$ cat src/rtl/spt_alu_pkg.sv
package spt_alu_pkg;

    typedef enum logic [1:0] {
        LANE_FULL     = 2'b00,
        LANE_MID      = 2'b01,
        LANE_NARROW   = 2'b10,
        LANE_FULL_ALT = 2'b11
    } lane_mode_e;

    typedef enum logic [1:0] {
        LOP_AND     = 2'b00,
        LOP_OR      = 2'b01,
        LOP_XOR     = 2'b10,
        LOP_AND_ALT = 2'b11
    } logic_op_e;

endpackage

$ cat src/rtl/cond_nibble_sum.sv
module cond_nibble_sum #(
    parameter int NB = 4
) (
    input  logic [NB-1:0] a_i,
    input  logic [NB-1:0] b_i,
    output logic [NB-1:0] sum0_o,
    output logic [NB-1:0] sum1_o,
    output logic          grp_g_o,
    output logic          grp_p_o
);
    logic [NB:0] s0;
    logic [NB:0] s1;

    always_comb begin
        s0      = {1'b0, a_i} + {1'b0, b_i};
        s1      = {1'b0, a_i} + {1'b0, b_i} + {{NB{1'b0}}, 1'b1};
        sum0_o  = s0[NB-1:0];
        sum1_o  = s1[NB-1:0];
        grp_g_o = s0[NB];
        grp_p_o = &(a_i ^ b_i);
    end
endmodule

$ cat src/rtl/sparse_carry_tree.sv
module sparse_carry_tree #(
    parameter int NG = 8
) (
    input  logic [NG-1:0] g_i,
    input  logic [NG-1:0] p_i,
    input  logic [NG-1:0] kill_i,
    input  logic          inj_i,
    input  logic          cin_i,
    output logic [NG-1:0] carry_o,
    output logic          cout_o
);
    localparam int LV = $clog2(NG);

    logic [NG-1:0] gt [0:LV];
    logic [NG-1:0] pt [0:LV];

    always_comb begin
        for (int j = 0; j < NG; j++) begin
            gt[0][j] = kill_i[j] ? inj_i : g_i[j];
            pt[0][j] = kill_i[j] ? 1'b0  : p_i[j];
        end
        for (int l = 0; l < LV; l++) begin
            for (int j = 0; j < NG; j++) begin
                if (j >= (1 << l)) begin
                    gt[l+1][j] = gt[l][j] | (pt[l][j] & gt[l][j-(1<<l)]);
                    pt[l+1][j] = pt[l][j] & pt[l][j-(1<<l)];
                end else begin
                    gt[l+1][j] = gt[l][j];
                    pt[l+1][j] = pt[l][j];
                end
            end
        end
    end

    always_comb begin
        carry_o[0] = cin_i;
        for (int j = 1; j < NG; j++) begin
            carry_o[j] = gt[LV][j-1] | (pt[LV][j-1] & cin_i);
        end
        cout_o = gt[LV][NG-1] | (pt[LV][NG-1] & cin_i);
    end
endmodule

$ cat src/rtl/prefix_half_adder.sv
module prefix_half_adder #(
    parameter int HW = 32,
    parameter int NB = 4,
    parameter int NG = HW / NB
) (
    input  logic [HW-1:0] a_i,
    input  logic [HW-1:0] b_i,
    input  logic          cin_i,
    input  logic          inj_i,
    input  logic [NG-1:0] kill_i,
    output logic [HW-1:0] sum_o,
    output logic [NG-1:0] carry_o,
    output logic          cout_o
);
    logic [NG-1:0] grp_g;
    logic [NG-1:0] grp_p;
    logic [HW-1:0] sum0;
    logic [HW-1:0] sum1;

    for (genvar n = 0; n < NG; n++) begin : g_nib
        cond_nibble_sum #(.NB(NB)) u_nib (
            .a_i    (a_i[n*NB +: NB]),
            .b_i    (b_i[n*NB +: NB]),
            .sum0_o (sum0[n*NB +: NB]),
            .sum1_o (sum1[n*NB +: NB]),
            .grp_g_o(grp_g[n]),
            .grp_p_o(grp_p[n])
        );
        assign sum_o[n*NB +: NB] = carry_o[n] ? sum1[n*NB +: NB] : sum0[n*NB +: NB];
    end

    sparse_carry_tree #(.NG(NG)) u_tree (
        .g_i    (grp_g),
        .p_i    (grp_p),
        .kill_i (kill_i),
        .inj_i  (inj_i),
        .cin_i  (cin_i),
        .carry_o(carry_o),
        .cout_o (cout_o)
    );
endmodule

$ cat src/rtl/split_prefix_alu.sv
module split_prefix_alu
    import spt_alu_pkg::*;
#(
    parameter int W          = 64,
    parameter int NB         = 4,
    parameter int LANE_SMALL = 8,
    parameter int LANE_WIDE  = 16
) (
    input  logic          clk,
    input  logic          rst_n,
    input  logic [W-1:0]  op_a,
    input  logic [W-1:0]  op_b,
    input  logic          op_sub,
    input  logic [1:0]    lane_mode,
    input  logic          use_logic,
    input  logic [1:0]    logic_op,
    output logic [W-1:0]  result,
    output logic          carry_out
);
    localparam int HW       = W / 2;
    localparam int NG       = HW / NB;
    localparam int NIB_WIDE = LANE_WIDE / NB;
    localparam int NIB_SML  = LANE_SMALL / NB;

    function automatic logic [NG-1:0] lane_kill(input int lane_bits);
        logic [NG-1:0] m;
        m = '0;
        for (int j = 0; j < NG - 1; j++) begin
            if ((((j + 1) * NB) % lane_bits) == 0) m[j] = 1'b1;
        end
        return m;
    endfunction

    localparam logic [NG-1:0] KILL_SML  = lane_kill(LANE_SMALL);
    localparam logic [NG-1:0] KILL_WIDE = lane_kill(LANE_WIDE);

    function automatic logic [NG-1:0] kill_for(input lane_mode_e m);
        logic [NG-1:0] k;
        unique case (m)
            LANE_MID:    k = KILL_WIDE;
            LANE_NARROW: k = KILL_SML;
            default:     k = '0;
        endcase
        return k;
    endfunction

    function automatic logic [HW-1:0] logic_unit(input logic [HW-1:0] x,
                                                 input logic [HW-1:0] y,
                                                 input logic_op_e     op);
        logic [HW-1:0] r;
        unique case (op)
            LOP_OR:  r = x | y;
            LOP_XOR: r = x ^ y;
            default: r = x & y;
        endcase
        return r;
    endfunction

    // stage 1: captured operation
    logic [W-1:0]  a1, b1;
    logic          sub1, lg1;
    lane_mode_e    mode1;
    logic_op_e     lop1;

    // stage 2: upper-half operation plus bridge carry
    logic [HW-1:0] a2, b2;
    logic          sub2, lg2, bridge_q;
    lane_mode_e    mode2;
    logic_op_e     lop2;

    logic [HW-1:0] res_lo_q, res_hi_q;
    logic          cout_q;

    always_ff @(posedge clk) begin
        if (!rst_n) begin
            a1    <= '0;
            b1    <= '0;
            sub1  <= 1'b0;
            lg1   <= 1'b0;
            mode1 <= LANE_FULL;
            lop1  <= LOP_AND;
        end else begin
            a1    <= op_a;
            b1    <= op_b;
            sub1  <= op_sub;
            lg1   <= use_logic;
            mode1 <= lane_mode_e'(lane_mode);
            lop1  <= logic_op_e'(logic_op);
        end
    end

    logic [HW-1:0] lo_b_eff, lo_sum;
    logic [NG-1:0] lo_carry;
    logic          lo_cout;

    assign lo_b_eff = sub1 ? ~b1[HW-1:0] : b1[HW-1:0];

    prefix_half_adder #(.HW(HW), .NB(NB), .NG(NG)) u_lo (
        .a_i    (a1[HW-1:0]),
        .b_i    (lo_b_eff),
        .cin_i  (sub1),
        .inj_i  (sub1),
        .kill_i (kill_for(mode1)),
        .sum_o  (lo_sum),
        .carry_o(lo_carry),
        .cout_o (lo_cout)
    );

    always_ff @(posedge clk) begin
        if (!rst_n) begin
            res_lo_q <= '0;
            bridge_q <= 1'b0;
            a2       <= '0;
            b2       <= '0;
            sub2     <= 1'b0;
            lg2      <= 1'b0;
            mode2    <= LANE_FULL;
            lop2     <= LOP_AND;
        end else begin
            res_lo_q <= lg1 ? logic_unit(a1[HW-1:0], b1[HW-1:0], lop1) : lo_sum;
            bridge_q <= lo_cout;
            a2       <= a1[W-1:HW];
            b2       <= b1[W-1:HW];
            sub2     <= sub1;
            lg2      <= lg1;
            mode2    <= mode1;
            lop2     <= lop1;
        end
    end

    logic [HW-1:0] hi_b_eff, hi_sum;
    logic [NG-1:0] hi_carry;
    logic          hi_cout, hi_cin;

    assign hi_b_eff = sub2 ? ~b2 : b2;
    assign hi_cin   = (mode2 == LANE_FULL || mode2 == LANE_FULL_ALT) ? bridge_q : sub2;

    prefix_half_adder #(.HW(HW), .NB(NB), .NG(NG)) u_hi (
        .a_i    (a2),
        .b_i    (hi_b_eff),
        .cin_i  (hi_cin),
        .inj_i  (sub2),
        .kill_i (kill_for(mode2)),
        .sum_o  (hi_sum),
        .carry_o(hi_carry),
        .cout_o (hi_cout)
    );

    always_ff @(posedge clk) begin
        if (!rst_n) begin
            res_hi_q <= '0;
            cout_q   <= 1'b0;
        end else begin
            res_hi_q <= lg2 ? logic_unit(a2, b2, lop2) : hi_sum;
            cout_q   <= lg2 ? 1'b0 : hi_cout;
        end
    end

    assign result    = {res_hi_q, res_lo_q};
    assign carry_out = cout_q;


    add_identity_chk: assert property (@(posedge clk) disable iff (!rst_n)
        (!lg1 && !sub1 && b1[HW-1:0] == '0) |=> (res_lo_q == $past(a1[HW-1:0])));


    sub_equal_chk: assert property (@(posedge clk) disable iff (!rst_n)
        (!lg1 && sub1 && a1[HW-1:0] == b1[HW-1:0]) |=> (res_lo_q == '0 && bridge_q));


    wide_lane_kill_chk: assert property (@(posedge clk) disable iff (!rst_n)
        (mode1 == LANE_MID) |-> (lo_carry[NIB_WIDE] == sub1 && hi_carry[0] == sub2 || mode2 != LANE_MID));


    small_lane_kill_chk: assert property (@(posedge clk) disable iff (!rst_n)
        (mode2 == LANE_NARROW) |-> (hi_carry[NIB_SML] == sub2 && hi_carry[0] == sub2));


    logic_nocarry_chk: assert property (@(posedge clk) disable iff (!rst_n)
        lg2 |=> !carry_out);

endmodule

$ cat config.mk
export PLATFORM = sky130hd
export DESIGN_NAME = split_prefix_alu
export DESIGN_NICKNAME = d
export VERILOG_FILES = /design/src/rtl/spt_alu_pkg.sv /design/src/rtl/cond_nibble_sum.sv /design/src/rtl/sparse_carry_tree.sv /design/src/rtl/prefix_half_adder.sv /design/src/rtl/split_prefix_alu.sv
export SDC_FILE = /design/constraint.sdc
export NUM_CORES = 1
export LEC_CHECK = 0
export CAP_MARGIN = 20
export CORE_MARGIN = 3
export CORE_UTILIZATION = 45
export CTS_CLUSTER_SIZE = 14
export DETAILED_ROUTE_END_ITERATION = 8
export GPL_TIMING_DRIVEN = 0
export PLACE_DENSITY = 0.67
export SLEW_MARGIN = 20
export SYNTH_ARGS = -nofsm -noshare
export SYNTH_HDL_FRONTEND = slang
export SYNTH_HIERARCHICAL = 1
export SYNTH_SLANG_ARGS = --single-unit
export TNS_END_PERCENT = 20
$ cat constraint.sdc
create_clock -name clk -period 10.9 [get_ports clk]
set_input_delay 1.635 -clock clk [delete_from_list [all_inputs] [get_ports clk]]
set_output_delay 1.635 -clock clk [all_outputs]
set_load 0.03 [all_outputs]
==> flow_metrics.env <==
export IMPL_total_power_mw=2.90
export IMPL_area_growth_pct=22.9
export IMPL_ys_seq_area_share_pct=32.4
export IMPL_ys_warn_count=6
export IMPL_ff_latch_area_um2=5410
export IMPL_grt_max_degree=15
export IMPL_worst_pin_slew_ns=0.801
export IMPL_syn_instance_count=1605
export IMPL_syn_area_um2=16700
export IMPL_grt_pass1_vias=12236
export IMPL_cts_tree="built"
export IMPL_max_freq_ghz=0.233
export IMPL_grt_util_all_layers_pct=20.2
export IMPL_io_pins=201
export IMPL_finalSetupViolations=0
export IMPL_post_synth_top_area_cell="dfxtp_1"
export IMPL_setup_tns_ns=0
export IMPL_avgSynthCellArea_um2=10.4
export IMPL_ant_nets=0
export IMPL_ys_top_cells_by_area="dfxtp_1 32%, ha_1 16%, and2_1 7.8%"
export IMPL_root_buffer="clkbuf_16"
export IMPL_synth_common_cells="270 x dfxtp_1, 250 x inv_1, 214 x ha_1"
export IMPL_synth_cell_types=43
export IMPL_crit_family="compound AO/OA/AOI/OAI gates"
export IMPL_place_hpwl_um=30600
export IMPL_firstDrtPassIters=5
export IMPL_critPathMaxFanout=10
export IMPL_required_ns=11.35
export IMPL_synth_seq_cells=270
export IMPL_synth_edf_count=0
export IMPL_io_buffers=199
export IMPL_startpoint_type="flop"
export IMPL_clk_pin_slew_ns=0.06
export IMPL_die_y_um=199
export IMPL_rsz0062_at_grt="no"
export IMPL_worstPathArrival_ns=4.74
export IMPL_synth_ff_type="dfxtp_1"
export IMPL_grt_pass1_wl_um=63800
export IMPL_drive_gt1_share_pct=13.5
export IMPL_hold_viol=0
export IMPL_nNetsFinal=2239
export IMPL_powerDensity_nw_per_um2=141
export IMPL_cts_max_path_buffers=3
export IMPL_critPathMaxStageDelay_ns=0.58
export IMPL_drt_first_iter_violations=384
export IMPL_synth_top_area_share_pct=32.4
export IMPL_worst_setup_path_end_kind="flop"
export IMPL_status="finished clean"
export IMPL_fill_cells=3222
export IMPL_slowest_stage="dfxtp_1"
export IMPL_core_area_um2=36100
export IMPL_path_cells="buf_2 -> buf_4 -> xor2_1 -> ha_1 -> fa_1 -> a21o_1 -> a21o_1 -> mux2_4 -> a41oi_2 -> nor2_1 -> a21oi_1 -> o21ai_0 -> mux2_1 -> o22ai_1 -> nor3b_2"
export IMPL_via_count=11781
export IMPL_drc=0
export IMPL_post_cts_resized=0
export IMPL_cts_hold_buf=0
export IMPL_gp_congestion=0.831
export IMPL_numCtsBuffers=30
export IMPL_period_needed_ns=4.30
export IMPL_cts_sinks=270
export IMPL_ir_worst_vdd_mv=0.116
export IMPL_worst_path_buf_inv=2
export IMPL_final_setup_skew_ns=0.0137
export IMPL_rows=69
export IMPL_power_leakage_nw=10.2
export IMPL_max_slew_margin_pct=46.0
export IMPL_dieArea_um2=39400
export IMPL_wl_um=40200
export IMPL_via_per_inst=5.00
export IMPL_clk_latency_ns=0.57
export IMPL_die_w_um=199
export IMPL_min_period_over_period_pct=39.4
export IMPL_crit_type="reg2reg"
export IMPL_synth_most_common_cell="dfxtp_1"
export IMPL_multi_input_area_um2=10100
export IMPL_drv_cap=0
export IMPL_hold_path_class="reg2reg"
export IMPL_wire_per_inst_um=17.1
export IMPL_initial_core_util_pct=46.2
export IMPL_grt_overflow=0
export IMPL_critPathMostFrequentCell="a21o_1"
export IMPL_htree_levels=1
export IMPL_synthArstFlopShare_pct=0
export IMPL_drv_slew=0
export IMPL_antenna_found_initial=1
export IMPL_postCtsSetupRepairBufs=0
worst paths after layout:
path	start	endpoint	slack (ns)	cells after the start
max reg2reg	sub1$_SDFF_PN0_	res_lo_q[27]$_SDFF_PN0_	6.60	15
max	sub1$_SDFF_PN0_	res_lo_q[27]$_SDFF_PN0_	6.60	15
min reg2reg	b1[56]$_SDFF_PN0_	b2[24]$_SDFF_PN0_	0.42	1
min	b1[56]$_SDFF_PN0_	b2[24]$_SDFF_PN0_	0.42	1
state kept, by name (all words and copies together) (netlist names), 2 cells and up:
name,count
lop1,2
lop2,2
b1,64
res_hi_q,32
a1,64
mode2,2
mode1,2
res_lo_q,32
b2,32
a2,32
cell type report:
type / instances / area share, %
multi-input cells: 1050 / 49.1
flip-flops and latches: 270 / 26.4
repair buffers: 199 / 9.72
inverters: 250 / 4.58
clock buffers: 40 / 4.09
well taps: 461 / 2.81
plain buffers: 72 / 2.04
clock inverters: 15 / 1.31
diodes: 1 / 0.0122
cell usage in the layout, fill, tap and decap left out, types with 7 or more instances in the layout:
cell type	count
buf_4	14
buf_6	9
ha_1	214
dfxtp_1	270
nor2b_1	10
xor2_1	64
nand2_1	19
a31oi_1	8
a21oi_1	16
fa_1	16
a221oi_2	60
a21o_1	48
xnor3_1	16
mux2_1	64
inv_1	250
bufinv_16	7
xnor2_1	48
and2_1	207
clkbuf_1	32
and4_2	12
conb_1	38
nor3b_2	60
clkdlybuf4s50_1	199
nor2_1	19
clkbuf_16	31
a21oi_4	16
o22ai_1	70
buf_2	23
power breakdown:
part / total (mW) / switching [mW] / leakage [nW] / internal, mW
combinational: 0.688 / 0.353 / 7.40 / 0.336
sequential: 1.09 / 0.0384 / 2.24 / 1.06
clock: 1.12 / 0.413 / 0.532 / 0.706
per-stage QoR:
stage / utilization [%] / instance area [um2] / hold slack, ns / std cells / worst slack (ns)
2_1_floorplan: - / 16800 / 0.412 / 1642 / 7.38
3_3_place_gp: 53.7 / 19400 / 0.416 / 2302 / 6.66
3_5_place_dp: 53.7 / 19400 / 0.419 / 2302 / 6.63
4_1_cts: 56.8 / 20500 / 0.432 / 2357 / 6.58
5_1_grt: 56.8 / 20500 / 0.440 / 2358 / 6.35
6_report: 56.8 / 20500 / 0.424 / 2358 / 6.60
cell families after synthesis:
group                    Yosys count  synth area share [%]
AO/OA/AOI/OAI                    244                  13.9
XOR/XNOR                         128                  8.04
adder cells (fa/ha/maj)          230                  18.0
buffers and inverters            322                  8.14
flip-flops                       270                  32.4
multiplexers                      67                  4.57
other                              1                0.0225
AND/OR/NAND/NOR                  343                  15.0
layer usage:
metal,up-vias,GRT usage [%],share of wire (%)
met5,-,0,0
met4,0,5.91,2.8
met3,64,3.44,4.4
met2,254,36.0,49
met1,5611,25.2,44
li1,5852,-,-
Note: power is estimated with default switching activity, not from simulation.
